==> src/rtl/phyport_pkg.sv <==
package phyport_pkg;

  localparam int WORD_W    = 32;
  localparam int PA_W      = 6;
  localparam int PD_W      = 8;

  localparam int F_ADDR_LSB  = 0;
  localparam int F_WDAT_LSB  = 8;
  localparam int F_RDAT_LSB  = 16;
  localparam int F_WSTB_BIT  = 24;
  localparam int F_RSTB_BIT  = 25;
  localparam int F_ACK_BIT   = 26;

  typedef enum logic [1:0] {
    HS_IDLE  = 2'd0,
    HS_BUSY  = 2'd1,
    HS_ACKED = 2'd2
  } hs_state_t;

  typedef struct packed {
    logic            wstb;
    logic            rstb;
    logic [PD_W-1:0] wbyte;
    logic [PA_W-1:0] addr;
  } ctl_fields_t;

  // Delay entries live at 0..8 and 11..13; everything else is a hole.
  function automatic logic phy_addr_mapped(input logic [PA_W-1:0] a);
    return (a <= PA_W'(8)) || ((a >= PA_W'(11)) && (a <= PA_W'(13)));
  endfunction

endpackage

==> src/rtl/piport_regfile.sv <==
module piport_regfile
  import phyport_pkg::*;
#(
  parameter int             OFF_W    = 10,
  parameter logic [OFF_W-1:0] WORD_OFF = OFF_W'('h10)
) (
  input  logic              clk,
  input  logic              rst,
  input  logic              host_wr,
  input  logic              host_rd,
  input  logic [OFF_W-1:0]  host_off,
  input  logic [WORD_W-1:0] host_wdata,
  output logic [WORD_W-1:0] host_rdata,
  input  logic              ack,
  input  logic              cap_en,
  input  logic [PD_W-1:0]   cap_byte,
  output ctl_fields_t       fields
);

  logic              sel;
  logic [PD_W-1:0]   rbyte;
  logic [WORD_W-1:0] image;

  assign sel = (host_off == WORD_OFF);

  always_comb begin
    image = '0;
    image[F_ADDR_LSB +: PA_W] = fields.addr;
    image[F_WDAT_LSB +: PD_W] = fields.wbyte;
    image[F_RDAT_LSB +: PD_W] = rbyte;
    image[F_WSTB_BIT]         = fields.wstb;
    image[F_RSTB_BIT]         = fields.rstb;
    image[F_ACK_BIT]          = ack;
  end

  always_ff @(posedge clk) begin
    if (rst) begin
      fields <= '0;
    end else if (host_wr && sel) begin
      fields.addr  <= host_wdata[F_ADDR_LSB +: PA_W];
      fields.wbyte <= host_wdata[F_WDAT_LSB +: PD_W];
      fields.wstb  <= host_wdata[F_WSTB_BIT];
      fields.rstb  <= host_wdata[F_RSTB_BIT];
    end
  end

  always_ff @(posedge clk) begin
    if (rst) begin
      rbyte <= '0;
    end else if (cap_en) begin
      rbyte <= cap_byte;
    end
  end

  always_ff @(posedge clk) begin
    if (rst) begin
      host_rdata <= '0;
    end else if (host_rd) begin
      host_rdata <= sel ? image : '0;
    end
  end

endmodule

==> src/rtl/piport_handshake.sv <==
module piport_handshake
  import phyport_pkg::*;
(
  input  logic            clk,
  input  logic            rst,
  input  ctl_fields_t     fields,
  input  logic            phy_done,
  input  logic [PD_W-1:0] phy_rdata,
  output logic            phy_req,
  output logic            phy_we,
  output logic [PA_W-1:0] phy_addr,
  output logic [PD_W-1:0] phy_wdata,
  output logic            ack,
  output logic            cap_en,
  output logic [PD_W-1:0] cap_byte
);

  hs_state_t state;
  logic      any_stb;

  assign any_stb  = fields.wstb || fields.rstb;
  assign ack      = (state == HS_ACKED);
  assign cap_en   = (state == HS_BUSY) && phy_done && !phy_we;
  assign cap_byte = phy_rdata;

  always_ff @(posedge clk) begin
    if (rst) begin
      state     <= HS_IDLE;
      phy_req   <= 1'b0;
      phy_we    <= 1'b0;
      phy_addr  <= '0;
      phy_wdata <= '0;
    end else begin
      unique case (state)
        HS_IDLE: begin
          if (any_stb) begin
            state     <= HS_BUSY;
            phy_req   <= 1'b1;
            phy_we    <= fields.wstb;
            phy_addr  <= fields.addr;
            phy_wdata <= fields.wbyte;
          end
        end
        HS_BUSY: begin
          if (phy_done) begin
            state   <= HS_ACKED;
            phy_req <= 1'b0;
          end
        end
        HS_ACKED: begin
          if (!any_stb) begin
            state <= HS_IDLE;
          end
        end
        default: state <= HS_IDLE;
      endcase
    end
  end


  req_hold_chk: assert property (@(posedge clk) disable iff (rst)
    phy_req && !phy_done |=> phy_req);

  req_drop_chk: assert property (@(posedge clk) disable iff (rst)
    phy_req && phy_done |=> !phy_req);

  ack_rise_chk: assert property (@(posedge clk) disable iff (rst)
    phy_req && phy_done |=> ack);

  ack_fall_chk: assert property (@(posedge clk) disable iff (rst)
    $fell(ack) |-> $past(!fields.wstb && !fields.rstb));

  no_req_in_ack_chk: assert property (@(posedge clk) disable iff (rst)
    ack |-> !phy_req);

  launch_src_chk: assert property (@(posedge clk) disable iff (rst)
    $rose(phy_req) |-> $past(fields.wstb || fields.rstb));

  req_stable_chk: assert property (@(posedge clk) disable iff (rst)
    phy_req && $past(phy_req) |-> $stable(phy_addr) && $stable(phy_we) && $stable(phy_wdata));

endmodule

==> src/rtl/phy_indirect_port.sv <==
module phy_indirect_port
  import phyport_pkg::*;
#(
  parameter int               OFF_W    = 10,
  parameter logic [OFF_W-1:0] WORD_OFF = OFF_W'('h10)
) (
  input  logic              clk,
  input  logic              rst,
  input  logic              host_wr,
  input  logic              host_rd,
  input  logic [OFF_W-1:0]  host_off,
  input  logic [31:0]       host_wdata,
  output logic [31:0]       host_rdata,
  output logic              phy_req,
  output logic              phy_we,
  output logic [5:0]        phy_addr,
  output logic [7:0]        phy_wdata,
  input  logic [7:0]        phy_rdata,
  input  logic              phy_done
);

  ctl_fields_t     fields;
  logic            ack;
  logic            cap_en;
  logic [PD_W-1:0] cap_byte;

  piport_regfile #(
    .OFF_W    (OFF_W),
    .WORD_OFF (WORD_OFF)
  ) regs_i (
    .clk        (clk),
    .rst        (rst),
    .host_wr    (host_wr),
    .host_rd    (host_rd),
    .host_off   (host_off),
    .host_wdata (host_wdata),
    .host_rdata (host_rdata),
    .ack        (ack),
    .cap_en     (cap_en),
    .cap_byte   (cap_byte),
    .fields     (fields)
  );

  piport_handshake hs_i (
    .clk       (clk),
    .rst       (rst),
    .fields    (fields),
    .phy_done  (phy_done),
    .phy_rdata (phy_rdata),
    .phy_req   (phy_req),
    .phy_we    (phy_we),
    .phy_addr  (phy_addr),
    .phy_wdata (phy_wdata),
    .ack       (ack),
    .cap_en    (cap_en),
    .cap_byte  (cap_byte)
  );

endmodule

==> config.mk <==
export PLATFORM = sky130hd
export DESIGN_NAME = phy_indirect_port
export DESIGN_NICKNAME = d
export VERILOG_FILES = /design/src/rtl/phyport_pkg.sv /design/src/rtl/piport_regfile.sv /design/src/rtl/piport_handshake.sv /design/src/rtl/phy_indirect_port.sv
export SDC_FILE = /design/constraint.sdc
export NUM_CORES = 1
export LEC_CHECK = 0
export CAP_MARGIN = 20
export CORE_MARGIN = 4
export CORE_UTILIZATION = 29
export CTS_BUF_LIST = sky130_fd_sc_hd__clkbuf_4
export CTS_CLUSTER_DIAMETER = 120
export DETAILED_ROUTE_END_ITERATION = 12
export PLACE_DENSITY = 0.6
export RECOVER_POWER = 50
export SYNTH_ARGS = -nofsm -noshare
export SYNTH_HDL_FRONTEND = slang
export SYNTH_SLANG_ARGS = --single-unit
==> constraint.sdc <==
create_clock -name clk -period 1.66 [get_ports clk]
set_clock_uncertainty 0.15 [all_clocks]
set_input_delay 0.332 -clock clk [delete_from_list [all_inputs] [get_ports clk]]
set_output_delay 0.332 -clock clk [all_outputs]
set_load 0.005 [all_outputs]
==> results_dict.tcl <==
set metrics [dict create \
    min_from "rst" \
    synthCells 331 \
    wirelength_mm 7.60 \
    slew_violations 0 \
    synth_seq_area_share_pct 45.4 \
    fill_cells 990 \
    initialDrtViolationCount 47 \
    io_buffers 79 \
    synth_area_um2 2950 \
    gp_congestion 0.742 \
    numCtsBuffers 9 \
    path_max_fanout 8 \
    vdd_drop_max_mv 0.294 \
    die_h_um 109 \
    synth_flop_cell "dfxtp_1" \
    worstHoldPathType "in -> reg" \
    synth-edff-count 0 \
    synth_area_per_cell_um2 8.92 \
    start_util_pct 29.9 \
    tns_ns 0 \
    cp.required_ns 1.84 \
    cp-startpoint "host_off[2]" \
    ys_ff_latch 67 \
    grt_antenna_before_repair 0 \
    drtPass1Iterations 4 \
    synthToLayoutAreaGrowth_pct 37.7 \
    min_period_over_period_pct 96.1 \
    final_util_pct 41.2 \
    tritoncts "yes" \
    leakage_nw 1.56 \
    ys_types 25 \
    vias 2493 \
    r2r_start "hs_i.state[0]" \
    core_um2 9860 \
    grt_max_degree 48 \
    die_w_um 109 \
    async_reset_ff_share_pct 0 \
    clockRootBuffer "clkbuf_4" \
    num_io_pins 103 \
    grt_pass1_vias 2404 \
    rows 36 \
    holdBufCountCts 0 \
    endpoint_kind "flop" \
    dieArea_um2 11900 \
    status "finished clean" \
    seqCellArea_um2 1350 \
    crit_type "in -> reg" \
    cts.clk_slew.worst_paths_ns 0.12 \
    grt-ovfl-total 0 \
    startpoint_type "primary input" \
    maxCapViolCount 0 \
    drt-wirelength-per-cell_um 13.8 \
    multi_input_area_um2 1460 \
    drc 0 \
    drive_gt1_share_pct 12.0 \
    grt_usage_pct 13.0 \
    fmax_mhz 627 \
    h-tree-depth 3 \
    dpl.hpwl_mm 5.31 \
    final-setup-viol-count 0 \
    clockBufferDepth 2 \
    clk_latency_ns 0.40 \
    min_period_ns 1.60 \
    grt_pass1_wl_mm 12.1 \
    crit_arrival_ns 1.78 \
    ant_nets 0 \
    final_net_count 466 \
    clkSinkCount 67 \
    viasPerCell 4.54 \
    yosys_warnings 0 \
    p_per_area_nw_per_um2 744 \
    hold_viol 0 \
    antenna_cells 0 \
]
==> per-stage QoR <==
| stage | instance area, um^2 | setup slack (ns) | hold WS [ns] | cells | total power (W) |
|---|---|---|---|---|---|
| final | 4060 | 0.0647 | 0.200 | 549 | 0.00302 |
| after global routing | 4060 | -0.00100 | 0.190 | 549 | 0.00316 |
| after CTS | 4070 | 0.0628 | 0.169 | 548 | 0.00306 |
| after detailed placement | 3890 | -0.358 | 0.311 | 528 | 0.00187 |
| after global placement | 3890 | -0.281 | 0.309 | 528 | 0.00186 |
| after floorplan | 2970 | 0.0188 | 0.302 | 337 | 0.00174 |
==> path summary, 6_finish.rpt <==
check	endpoint	slack (ns)	depth (start not counted)
hold / removal	regs_i.host_rdata[9]	0.20	3
setup reg to reg	regs_i.rbyte[4]	0.17	4
setup / recovery	regs_i.fields[15]	0.06	5
hold reg to reg	hs_i.phy_req	0.32	2
==> power by group <==
| part | leakage, nW | internal (W) | switching [W] |
|---|---|---|---|
| combinational | 0.935 | 0.000127 | 0.0000943 |
| sequential | 0.543 | 0.00161 | 0.000000196 |
| clock | 0.0815 | 0.000616 | 0.000580 |
| total | 1.56 | 0.00235 | 0.000674 |
==> cell type report <==
type,count,area share (%)
inverter,1,0.0924
sequential,67,33.3
multi-input combinational,233,35.9
clock inverter,6,1.97
tap,133,4.09
timing repair buffer,99,22.8
clock buffer,10,1.85
==> sequential cells by signal (all words and copies together) (netlist names) <==
| register | flops |
|---|---|
| regs_i.rbyte | 8 |
| hs_i.phy_req | 1 |
| hs_i.phy_wdata | 8 |
| hs_i.state | 2 |
| hs_i.phy_we | 1 |
| regs_i.host_rdata | 25 |
| hs_i.phy_addr | 6 |
| regs_i.fields | 16 |
==> cell usage after synthesis, types with 2 or more instances <==
library cell / number / area share [%]
dfxtp_1: 67 / 45
nand2b_1: 57 / 12
a21oi_1: 43 / 7.3
clkbuf_1: 26 / 3.3
mux2i_1: 24 / 8.1
nand4_1: 24 / 5.1
and2_1: 23 / 4.9
o21ai_0: 15 / 2.5
nand3_1: 14 / 2.4
nor2_1: 10 / 1.3
buf_4: 7 / 1.8
nand2_1: 4 / 0.51
buf_6: 2 / 0.76
nand3b_1: 2 / 0.51
nor4_4: 2 / 1.4
or2_2: 2 / 0.42
==> cells in the final DEF (no fill, tap or decap), types with 14 or more instances in the layout <==
master | netlist | final
a21oi_1 | 43 | 43
and2_1 | 23 | 23
buf_4 | 7 | 15
clkdlybuf4s50_1 | 0 | 37
dfxtp_1 | 67 | 59
dlygate4sd2_1 | 0 | 41
mux2i_1 | 24 | 24
nand2b_1 | 57 | 57
nand3_1 | 14 | 14
nand4_1 | 24 | 24
o21ai_0 | 15 | 15
==> worst max-delay path: stages <==
cell	delay, ns
clkdlybuf4s50_1	0.44
nor4_4	0.34
and4_4	0.32
clkbuf_16	0.17
mux2i_1	0.17
==> kinds of logic (layout without fill, tap and decap cells) <==
group	after synthesis	after routing	synth area share, %
simple gates	144	144	30.3
flops	67	67	45.4
compound gates	58	58	9.83
buf+inv	37	116	6.15
mux	24	24	8.14
other cells	1	7	0.127
==> layer usage <==
layer	wire [um]	vias up	GRT usage, %
met4	117	0	5.41
met1	3800	1133	18.8
met5	0	-	0
li1	-	1284	-
met2	3210	65	18.1
met3	473	11	3.20
==> timing repair <==
action                                  in CTS  in global routing
cloned                                       0                  1
endpoints found under the setup margin      41                 25
setup buffers                                4                  0
resized for setup                           74                  4
pin swaps                                    0                  1
(Power assumes the default switching activity.)
